`config.mk`:
```
export PLATFORM = sky130hd
export DESIGN_NAME = shared_ram_port
export DESIGN_NICKNAME = d
export VERILOG_FILES = /design/src/rtl/sp_pkg.sv /design/src/rtl/sp_addr_ptr.sv /design/src/rtl/sp_ctrl_reg.sv /design/src/rtl/sp_read_mux.sv /design/src/rtl/shared_ram_port.sv
export SDC_FILE = /design/constraint.sdc
export NUM_CORES = 1
export LEC_CHECK = 0
export CAP_MARGIN = 20
export CORE_UTILIZATION = 30
export DETAILED_ROUTE_END_ITERATION = 8
export GPL_TIMING_DRIVEN = 0
export SLEW_MARGIN = 20
export SYNTH_ARGS = -nofsm -noshare
export SYNTH_HDL_FRONTEND = slang
export SYNTH_HIERARCHICAL = 1
export SYNTH_SLANG_ARGS = --single-unit
```
`constraint.sdc`:
```
create_clock -name clk -period 1.7 [get_ports clk]
set_clock_uncertainty 0.1 [all_clocks]
set_input_delay 0.51 -clock clk [delete_from_list [all_inputs] [get_ports clk]]
set_output_delay 0.51 -clock clk [all_outputs]
set_load 0.005 [all_outputs]
```
`src/rtl/sp_pkg.sv`:
```
package sp_pkg;
   localparam int unsigned BYTE_W = 8;

   typedef enum logic [1:0] {
      SP_REG_PTR_LO = 2'd0,
      SP_REG_PTR_HI = 2'd1,
      SP_REG_DATA   = 2'd2,
      SP_REG_CTRL   = 2'd3
   } sp_reg_e;

   // Bit positions inside the control byte.
   localparam int unsigned CB_BYPASS  = 0;
   localparam int unsigned CB_AUTOINC = 1;
   localparam int unsigned CB_RUN     = 2;
   localparam int unsigned CB_IRQ     = 3;
   localparam int unsigned CB_INT0    = 4;
   localparam int unsigned CB_INT1    = 5;
   localparam int unsigned CB_USED    = 6;

   // Packed order matches the bit positions above.
   typedef struct packed {
      logic int1;
      logic int0;
      logic irq;
      logic run;
      logic autoinc;
      logic bypass;
   } sp_ctrl_t;
endpackage

```
`src/rtl/sp_addr_ptr.sv`:
```
module sp_addr_ptr #(
   parameter int unsigned ADDR_W     = 16,
   parameter bit          AUTOINC_EN = 1'b1
) (
   input  logic              clk,
   input  logic              rst_n,
   input  logic              ld_lo,
   input  logic              ld_hi,
   input  logic [7:0]        wbyte,
   input  logic              step,
   output logic [ADDR_W-1:0] addr
);
   localparam int unsigned HI_W = ADDR_W - 8;
   localparam logic [ADDR_W-1:0] ADDR_MAX = {ADDR_W{1'b1}};

   logic step_eff;

   generate
      if (ADDR_W < 9 || ADDR_W > 16) begin : g_bad_width
         $error("sp_addr_ptr: ADDR_W must lie in 9..16");
      end
      if (AUTOINC_EN) begin : g_inc
         assign step_eff = step;
      end else begin : g_noinc
         assign step_eff = 1'b0;
      end
   endgenerate

   always_ff @(posedge clk or negedge rst_n) begin
      if (!rst_n) begin
         addr <= '0;
      end else if (ld_lo) begin
         addr[7:0] <= wbyte;
      end else if (ld_hi) begin
         addr[ADDR_W-1:8] <= wbyte[HI_W-1:0];
      end else if (step_eff) begin
         addr <= addr + 1'b1;
      end
   end

   assert_lo_load_R2: assert property (@(posedge clk) disable iff (!rst_n)
      ld_lo |=> addr[7:0] == $past(wbyte));

   assert_hi_keeps_lo_R2: assert property (@(posedge clk) disable iff (!rst_n)
      (ld_hi && !ld_lo) |=> addr[7:0] == $past(addr[7:0]));

   assert_idle_stable_R11: assert property (@(posedge clk) disable iff (!rst_n)
      !(ld_lo || ld_hi || step) |=> $stable(addr));

   generate
      if (AUTOINC_EN) begin : g_inc_chk
         assert_step_inc_R4: assert property (@(posedge clk) disable iff (!rst_n)
            (step && !ld_lo && !ld_hi) |=> addr == $past(addr) + 1'b1);

         assert_wrap_R5: assert property (@(posedge clk) disable iff (!rst_n)
            (step && !ld_lo && !ld_hi && addr == ADDR_MAX) |=> addr == '0);
      end
   endgenerate
endmodule

```
`src/rtl/sp_ctrl_reg.sv`:
```
module sp_ctrl_reg
   import sp_pkg::*;
#(
   parameter bit AUTOINC_EN = 1'b1
) (
   input  logic       clk,
   input  logic       rst_n,
   input  logic       wr_ctrl,
   input  logic [7:0] wbyte,
   input  logic       int0_set,
   input  logic       int1_set,
   input  logic       irq_ack,
   output sp_ctrl_t   q
);
   sp_ctrl_t d;
   logic     inc_bit;

   generate
      if (AUTOINC_EN) begin : g_inc_bit
         assign inc_bit = wbyte[CB_AUTOINC];
      end else begin : g_no_inc_bit
         assign inc_bit = 1'b0;
      end
   endgenerate

   always_comb begin
      d = q;
      if (wr_ctrl) begin
         d.bypass  = wbyte[CB_BYPASS];
         d.autoinc = inc_bit;
         d.run     = wbyte[CB_RUN];
         d.irq     = wbyte[CB_IRQ];
      end else if (irq_ack) begin
         d.irq = 1'b0;
      end
      d.int0 = int0_set | (q.int0 & ~(wr_ctrl & wbyte[CB_INT0]));
      d.int1 = int1_set | (q.int1 & ~(wr_ctrl & wbyte[CB_INT1]));
   end

   always_ff @(posedge clk or negedge rst_n) begin
      if (!rst_n) q <= '0;
      else        q <= d;
   end

   assert_run_follows_R6: assert property (@(posedge clk) disable iff (!rst_n)
      wr_ctrl |=> q.run == $past(wbyte[CB_RUN]));

   assert_irq_ack_R7: assert property (@(posedge clk) disable iff (!rst_n)
      (irq_ack && !wr_ctrl) |=> !q.irq);

   assert_irq_hold_R7: assert property (@(posedge clk) disable iff (!rst_n)
      (q.irq && !irq_ack && !wr_ctrl) |=> q.irq);

   assert_int0_set_R8: assert property (@(posedge clk) disable iff (!rst_n)
      int0_set |=> q.int0);

   assert_int1_set_R8: assert property (@(posedge clk) disable iff (!rst_n)
      int1_set |=> q.int1);

   assert_int0_w1c_R9: assert property (@(posedge clk) disable iff (!rst_n)
      (wr_ctrl && wbyte[CB_INT0] && !int0_set) |=> !q.int0);

   assert_int0_keep_R9: assert property (@(posedge clk) disable iff (!rst_n)
      (q.int0 && !(wr_ctrl && wbyte[CB_INT0])) |=> q.int0);
endmodule

```
`src/rtl/sp_read_mux.sv`:
```
module sp_read_mux
   import sp_pkg::*;
#(
   parameter int unsigned ADDR_W = 16
) (
   input  logic [1:0]        sel,
   input  logic [ADDR_W-1:0] addr,
   input  sp_ctrl_t          ctrl,
   input  logic [7:0]        mem_rdata,
   output logic [7:0]        rdata
);
   localparam int unsigned HI_W = ADDR_W - 8;

   logic [7:0] hi_byte;

   generate
      if (HI_W < 8) begin : g_hi_pad
         assign hi_byte = {{(8 - HI_W){1'b0}}, addr[ADDR_W-1:8]};
      end else begin : g_hi_full
         assign hi_byte = addr[ADDR_W-1:8];
      end
   endgenerate

   always_comb begin
      unique case (sel)
         SP_REG_PTR_LO: rdata = addr[7:0];
         SP_REG_PTR_HI: rdata = hi_byte;
         SP_REG_DATA:   rdata = mem_rdata;
         default:       rdata = {{(8 - CB_USED){1'b0}}, ctrl};
      endcase
   end
endmodule

```
`src/rtl/shared_ram_port.sv`:
```
module shared_ram_port
   import sp_pkg::*;
#(
   parameter int unsigned ADDR_W     = 16,
   parameter bit          AUTOINC_EN = 1'b1
) (
   input  logic              clk,
   input  logic              rst_n,
   input  logic [1:0]        hst_sel,
   input  logic              hst_wr,
   input  logic              hst_rd,
   input  logic [7:0]        hst_wdata,
   output logic [7:0]        hst_rdata,
   output logic              host_irq,
   output logic [ADDR_W-1:0] mem_addr,
   output logic              mem_wr,
   output logic [7:0]        mem_wdata,
   input  logic [7:0]        mem_rdata,
   output logic              cop_run,
   output logic              cop_bypass,
   output logic              cop_irq,
   input  logic              cop_irq_ack,
   input  logic              cop_int0_set,
   input  logic              cop_int1_set
);
   sp_ctrl_t          ctrl_q;
   logic [ADDR_W-1:0] ptr;
   logic              sel_data, data_acc, step;

   assign sel_data = (hst_sel == SP_REG_DATA);
   assign data_acc = sel_data && (hst_wr || hst_rd);
   assign step     = data_acc && ctrl_q.autoinc;

   sp_addr_ptr #(.ADDR_W(ADDR_W), .AUTOINC_EN(AUTOINC_EN)) u_ptr (
      .clk   (clk),
      .rst_n (rst_n),
      .ld_lo (hst_wr && hst_sel == SP_REG_PTR_LO),
      .ld_hi (hst_wr && hst_sel == SP_REG_PTR_HI),
      .wbyte (hst_wdata),
      .step  (step),
      .addr  (ptr)
   );

   sp_ctrl_reg #(.AUTOINC_EN(AUTOINC_EN)) u_ctrl (
      .clk      (clk),
      .rst_n    (rst_n),
      .wr_ctrl  (hst_wr && hst_sel == SP_REG_CTRL),
      .wbyte    (hst_wdata),
      .int0_set (cop_int0_set),
      .int1_set (cop_int1_set),
      .irq_ack  (cop_irq_ack),
      .q        (ctrl_q)
   );

   sp_read_mux #(.ADDR_W(ADDR_W)) u_rmux (
      .sel       (hst_sel),
      .addr      (ptr),
      .ctrl      (ctrl_q),
      .mem_rdata (mem_rdata),
      .rdata     (hst_rdata)
   );

   assign mem_addr   = ptr;
   assign mem_wr     = hst_wr && sel_data;
   assign mem_wdata  = hst_wdata;
   assign cop_run    = ctrl_q.run;
   assign cop_bypass = ctrl_q.bypass;
   assign cop_irq    = ctrl_q.irq;
   assign host_irq   = ctrl_q.int0 | ctrl_q.int1;

   // Input assumption: one strobe per access (covers R4 step counting).
   always_comb begin
      if (rst_n) begin
         assert_strobe_excl_R4: assert (!(hst_rd && hst_wr));
      end
   end

   assert_host_irq_R8: assert property (@(posedge clk) disable iff (!rst_n)
      (cop_int0_set || cop_int1_set) |=> host_irq);

   assert_irq_pin_R7: assert property (@(posedge clk) disable iff (!rst_n)
      (hst_wr && hst_sel == SP_REG_CTRL) |=> cop_irq == $past(hst_wdata[CB_IRQ]));

   assert_no_ptr_write_R11: assert property (@(posedge clk) disable iff (!rst_n)
      (hst_wr && !sel_data) |-> !mem_wr);
endmodule

```
==> Word level (Yosys, flattened, before mapping) <==
Cells that the tools add are included.
{ "op_classes": {"muxes": 7, "n_eq_ne": 4, "n_reduce_logical": 13, "n_addsub": 1, "bitwise": 10} }
{ "op_table": {"columns": ["operator", "n"], "rows": [
  ["two-way mux 8 bit", 3],
  ["case mux 8 bit (3 select lines)", 1],
  ["adder 16 x 1 -> 16 bit (second input constant)", 1],
  ["two-way mux 16 bit", 1],
  ["logical AND 1 bit", 6],
  ["nonzero test 2 bit", 3],
  ["AND 1 bit", 4],
  ["== test 2 bit (second input constant)", 2],
  ["AND reduction 2 bit", 2],
  ["NOT 1 bit", 3],
  ["bitwise OR 1 bit", 3],
  ["== test 2 x 1 -> 1 bit (second input constant)", 1],
  ["zero test 2 bit", 1],
  ["two-way mux 1 bit", 2],
  ["!= test 2 x 1 -> 1 bit (second input constant)", 1],
  ["logical OR 1 bit", 1]
]} }
{ "word_totals": {"regBits": 22, "in_bits": 25, "wordCells": 43} }

==> Logic depth before layout (Yosys ltp) <==
{ "logic_depth": {"ltp_word": 6, "depth_mapped": 7, "depth_no_buf": 6} }

==> Hierarchy <==
Netlist, hierarchy kept.
{ "by_module_without_submodules": {"columns": ["module", "cells_each", "n_inst", "seq_area_each_um2", "area_each_um2"], "rows": [
  ["sp_addr_ptr", 119, 1, 400.4, 1062.3],
  ["sp_ctrl_reg", 16, 1, 150.1, 242.7],
  ["sp_read_mux", 13, 1, 0.0, 197.7],
  ["shared_ram_port", 16, 1, 0.0, 115.1]
]} }

==> Worst setup path after synthesis <==
No wires, ideal clock.
{ "synth_timing": {"path_kind": "in2reg", "from": "input hst_rd", "to": "register u_ptr.addr[8]", "arrival_time_ps": 1532, "setup_ps": 126, "required_time_ps": 1474, "path_stages": 6, "path_slack_ps": -58, "path_cell_list": "nor2_1 > and4bb_2 > nand2_1 > nor3_4 > o21ai_2 > a221o_1"} }
{ "synth_between": {"elab_chain_len": 5} }
{ "synth_lines": {"columns": ["element", "line", "source"], "rows": [
  ["start, declared", "shared_ram_port.sv:11", "input logic hst_rd,"],
  ["logical OR 1 bit", "shared_ram_port.sv:31", "assign data_acc = sel_data && (hst_wr || hst_rd);"],
  ["logical AND 1 bit", "shared_ram_port.sv:31", null],
  ["logical AND 1 bit", "shared_ram_port.sv:32", "assign step = data_acc && ctrl_q.autoinc;"],
  ["via step", "shared_ram_port.sv:28", "logic sel_data, data_acc, step;"],
  ["nonzero test 2 bit (no line)", null, null],
  ["AND reduction 2 bit (no line)", null, null],
  ["end signal, assigned by index", "sp_addr_ptr.sv:35", "addr[ADDR_W-1:8] <= wbyte[HI_W-1:0];"],
  ["end signal, assigned", "sp_addr_ptr.sv:37", "addr <= addr + 1'b1;"],
  ["end, declared", "sp_addr_ptr.sv:11", "output logic [ADDR_W-1:0] addr"]
]} }
The timed path passes the listed nets, and every way through them passes these cells.
A chain may end at the register's enable or synchronous reset.

==> Worst setup path in the final report <==
{ "layout_timing": {"from": "input hst_sel[0]", "to": "output hst_rdata[0]"} }
{ "layout_between": {"elab_chain_len": 2, "word_cells_on_any_way": 4, "classes_between": "2 x eq/ne; 1 x mux; 1 x reduce/logical"} }
{ "layout_lines": {"columns": ["element", "line", "source"], "rows": [
  ["start, declared", "shared_ram_port.sv:9", "input logic [1:0] hst_sel,"],
  ["== test 2 bit, or another cell as far along", "sp_read_mux.sv:25", "unique case (sel)"],
  ["case mux 8 bit (3 select lines) (*)", "sp_read_mux.sv:25", null],
  ["end, declared", "shared_ram_port.sv:13", "output logic [7:0] hst_rdata,"]
]} }
Every way passes the cells marked *; elsewhere a longest branch is shown, timed or not.

==> results_dict.tcl <==
set metrics [dict create \
    clk_latency_ns 0.27 \
    min_period_ns 1.96 \
    rsz0062_at_grt "yes" \
    synth_top_area_share_pct 34.0 \
    first_global_vias 1614 \
    clock-sinks 22 \
    critical_path_class "input port to output pin" \
    path_delay_family "multiplexers" \
    numCtsBuffers 3 \
    design_area_mm2 0.00275 \
    start_kind "input port" \
    setup_violations 22 \
    cp_max_fo 8 \
    netlist_area_mm2 0.00162 \
    ys_async_sr_fraction_pct 100 \
    clock.fmax_mhz 510 \
    ys_seq_area_share_pct 34.0 \
    wirelength_um 5520 \
    synth_cells 164 \
    grt_usage_pct 20.1 \
    setup_slack_ns -0.261 \
    clk_pin_slew_ns 0.09 \
    synth-main-ff-cell "dfrtp_1" \
    drc 0 \
    grt_pass1_wl_um 8340 \
    detail_route.iter0.violations 83 \
    maxCapViolations 0 \
    ir_worst_vdd_uv 376 \
    required_ns 1.09 \
    start_util_pct 31.5 \
    ant_nets 0 \
    path_buf_inv 3 \
    netlist_top_cells_area "dfrtp_1, mux4_2, nand2_1" \
    port_buffers 61 \
    synth-warning-count 6 \
    hold_viol 0 \
    critPathMaxStageDelay_ns 0.49 \
    rows 26 \
    synth_top_cell_by_area "dfrtp_1" \
    io_pins 62 \
    die_area_mm2 0.00569 \
    cp_cell_sequence "buf_8 -> buf_12 -> mux4_2 -> buf_2" \
    core-area_mm2 0.00514 \
    status "finished, violations left" \
    place_congestion 0.851 \
    synth_fp_nets 190 \
    layout_commonest_cell "buf_4" \
    area_growth_pct 70.0 \
    cp_slowest_cell "mux4_2" \
    finalCritPeriodShare_pct 115 \
    endpoint_kind "output pin" \
    leakage_nw 1.27 \
    crit_arrival_ns 1.35 \
    avgSynthCellArea_um2 9.86 \
    die_height_um 75.4 \
    ys_seq_elements 22 \
    hp-class "input port to asynchronous set/reset pin" \
    synth_edf_count 0 \
    relSlewSlack_pct 65.9 \
    wire_per_inst_um 16.4 \
    cellPowerDensity_mw_per_mm2 844 \
    vias 1749 \
    dp_hpwl_um 3330 \
    fin_nets 294 \
    antenna_found_initial 0 \
    grt.overflow.total 0 \
    cts_max_level 1 \
    placed_area_mm2 0.00233 \
    finalMaxSlewViolations 0 \
    clk_path_buf_depth 2 \
    tns_ns -3.14 \
    cts-root-buf "clkbuf_8" \
    tightest_slew_ns 0.511 \
    dieWidth_um 75.4 \
    cts_tree "yes" \
    grt_max_degree 23 \
    synthDistinctLibCells 48 \
    drive_above_1_share_pct 49.4 \
    via_per_inst 5.19 \
    first_pass_iters 4 \
    failed_checks "negative setup slack" \
    layout_common_cells "buf_4, dlygate4sd2_1, buf_2" \
    diodes 0 \
]
==> worst register-to-register path, delay by kind of cell (launching register included) <==
kind / cells / cell delay (ns)
AO/OA/AOI/OAI: 1 / 0.31
adder cells (fa/ha/maj): 1 / 0.21
buffers and inverters: 3 / 0.45
flip-flops: 1 / 0.41
AND/OR/NAND/NOR: 3 / 0.23
==> per-stage QoR <==
step                setup WS [ns]  cells  hold slack, ns  total power [mW]  util [%]
finish                     -0.261    337          0.0933              2.32      53.5
global route               -0.302    337           0.139              2.45      53.5
CTS                        -0.272    332           0.383              2.25      52.0
detailed placement          -1.18    295           0.398              1.59      45.3
global placement            -1.18    295           0.390              1.58      45.3
floorplan                 -0.0580    164           0.114              1.12         -
==> cells in the mapped netlist, types with 2 or more instances <==
| library cell | n |
|---|---|
| nor2b_1 | 4 |
| a21o_1 | 2 |
| inv_1 | 3 |
| mux2_4 | 3 |
| buf_6 | 4 |
| nand3b_1 | 2 |
| mux4_2 | 6 |
| clkbuf_1 | 3 |
| nor2_1 | 10 |
| xor2_1 | 5 |
| o21ai_0 | 10 |
| nor4_1 | 3 |
| nor3b_1 | 2 |
| nand3_1 | 7 |
| o2bb2ai_1 | 2 |
| dfrtp_1 | 22 |
| xnor2_1 | 2 |
| nor3_1 | 6 |
| mux2i_1 | 5 |
| nand2_1 | 19 |
| a22oi_1 | 4 |
| buf_4 | 8 |
| and3_2 | 2 |
| a211o_1 | 2 |
| nand4_1 | 5 |
==> cell type report <==
class / count / area [µm²]
flip-flops and latches: 22 / 566
multi-input cells: 122 / 1070
fillers: 500 / 2390
repair buffers: 99 / 797
plain buffers: 17 / 148
clock inverters: 1 / 30.0
inverters: 3 / 11.3
clock buffers: 3 / 41.3
well taps: 70 / 87.6
==> kinds of logic after synthesis <==
logic type / count (synthesis) / synth area share, %
AND/OR/NAND/NOR: 70 / 25.0
AO/OA/AOI/OAI: 30 / 13.7
flip-flops: 22 / 34.0
buffers and inverters: 20 / 8.51
multiplexers: 14 / 14.2
XOR/XNOR: 7 / 3.79
adder cells (fa/ha/maj): 1 / 0.773
==> timing repair <==
action                     4_1_cts  5_1_grt
setup buffers                   33        5
setup endpoints to repair       57       30
hold buffers                     0        0
resized for setup              169       17
pin swaps                       16       13
==> flip-flops by register name, indices dropped and copies added (netlist names) <==
| signal | flops |
|---|---|
| u_ptr/addr | 16 |
| u_ctrl/q | 6 |
==> worst paths after layout <==
kind / start / slack, ns / depth (start not counted) / endpoint
setup / recovery: hst_sel[0] / -0.26 / 4 / hst_rdata[0]
hold / removal: rst_n / 0.09 / 1 / u_ptr/addr[13]
setup reg to reg: u_ptr/addr[1] / -0.07 / 8 / u_ptr/addr[10]
hold reg to reg: u_ctrl/q[5] / 0.43 / 1 / u_ctrl/q[5]
max in group asynchronous: rst_n / 1.03 / 1 / u_ptr/addr[10]
min in group clk: hst_wdata[0] / 0.38 / 3 / u_ptr/addr[0]
==> routing by layer <==
layer | vias to the layer above | GRT usage (%) | share of wire, %
li1 | 810 | - | -
met4 | 0 | 5.35 | 1.1
met3 | 6 | 3.84 | 5.6
met2 | 62 | 34.1 | 50
met5 | - | 0 | 0
met1 | 871 | 26.3 | 44
==> power by group <==
| part | internal (mW) | switching (mW) |
|---|---|---|
| Combinational | 0.599 | 0.500 |
| Sequential | 0.639 | 0.0756 |
| Clock | 0.315 | 0.192 |
| Total | 1.55 | 0.767 |
(Power assumes the default switching activity.)
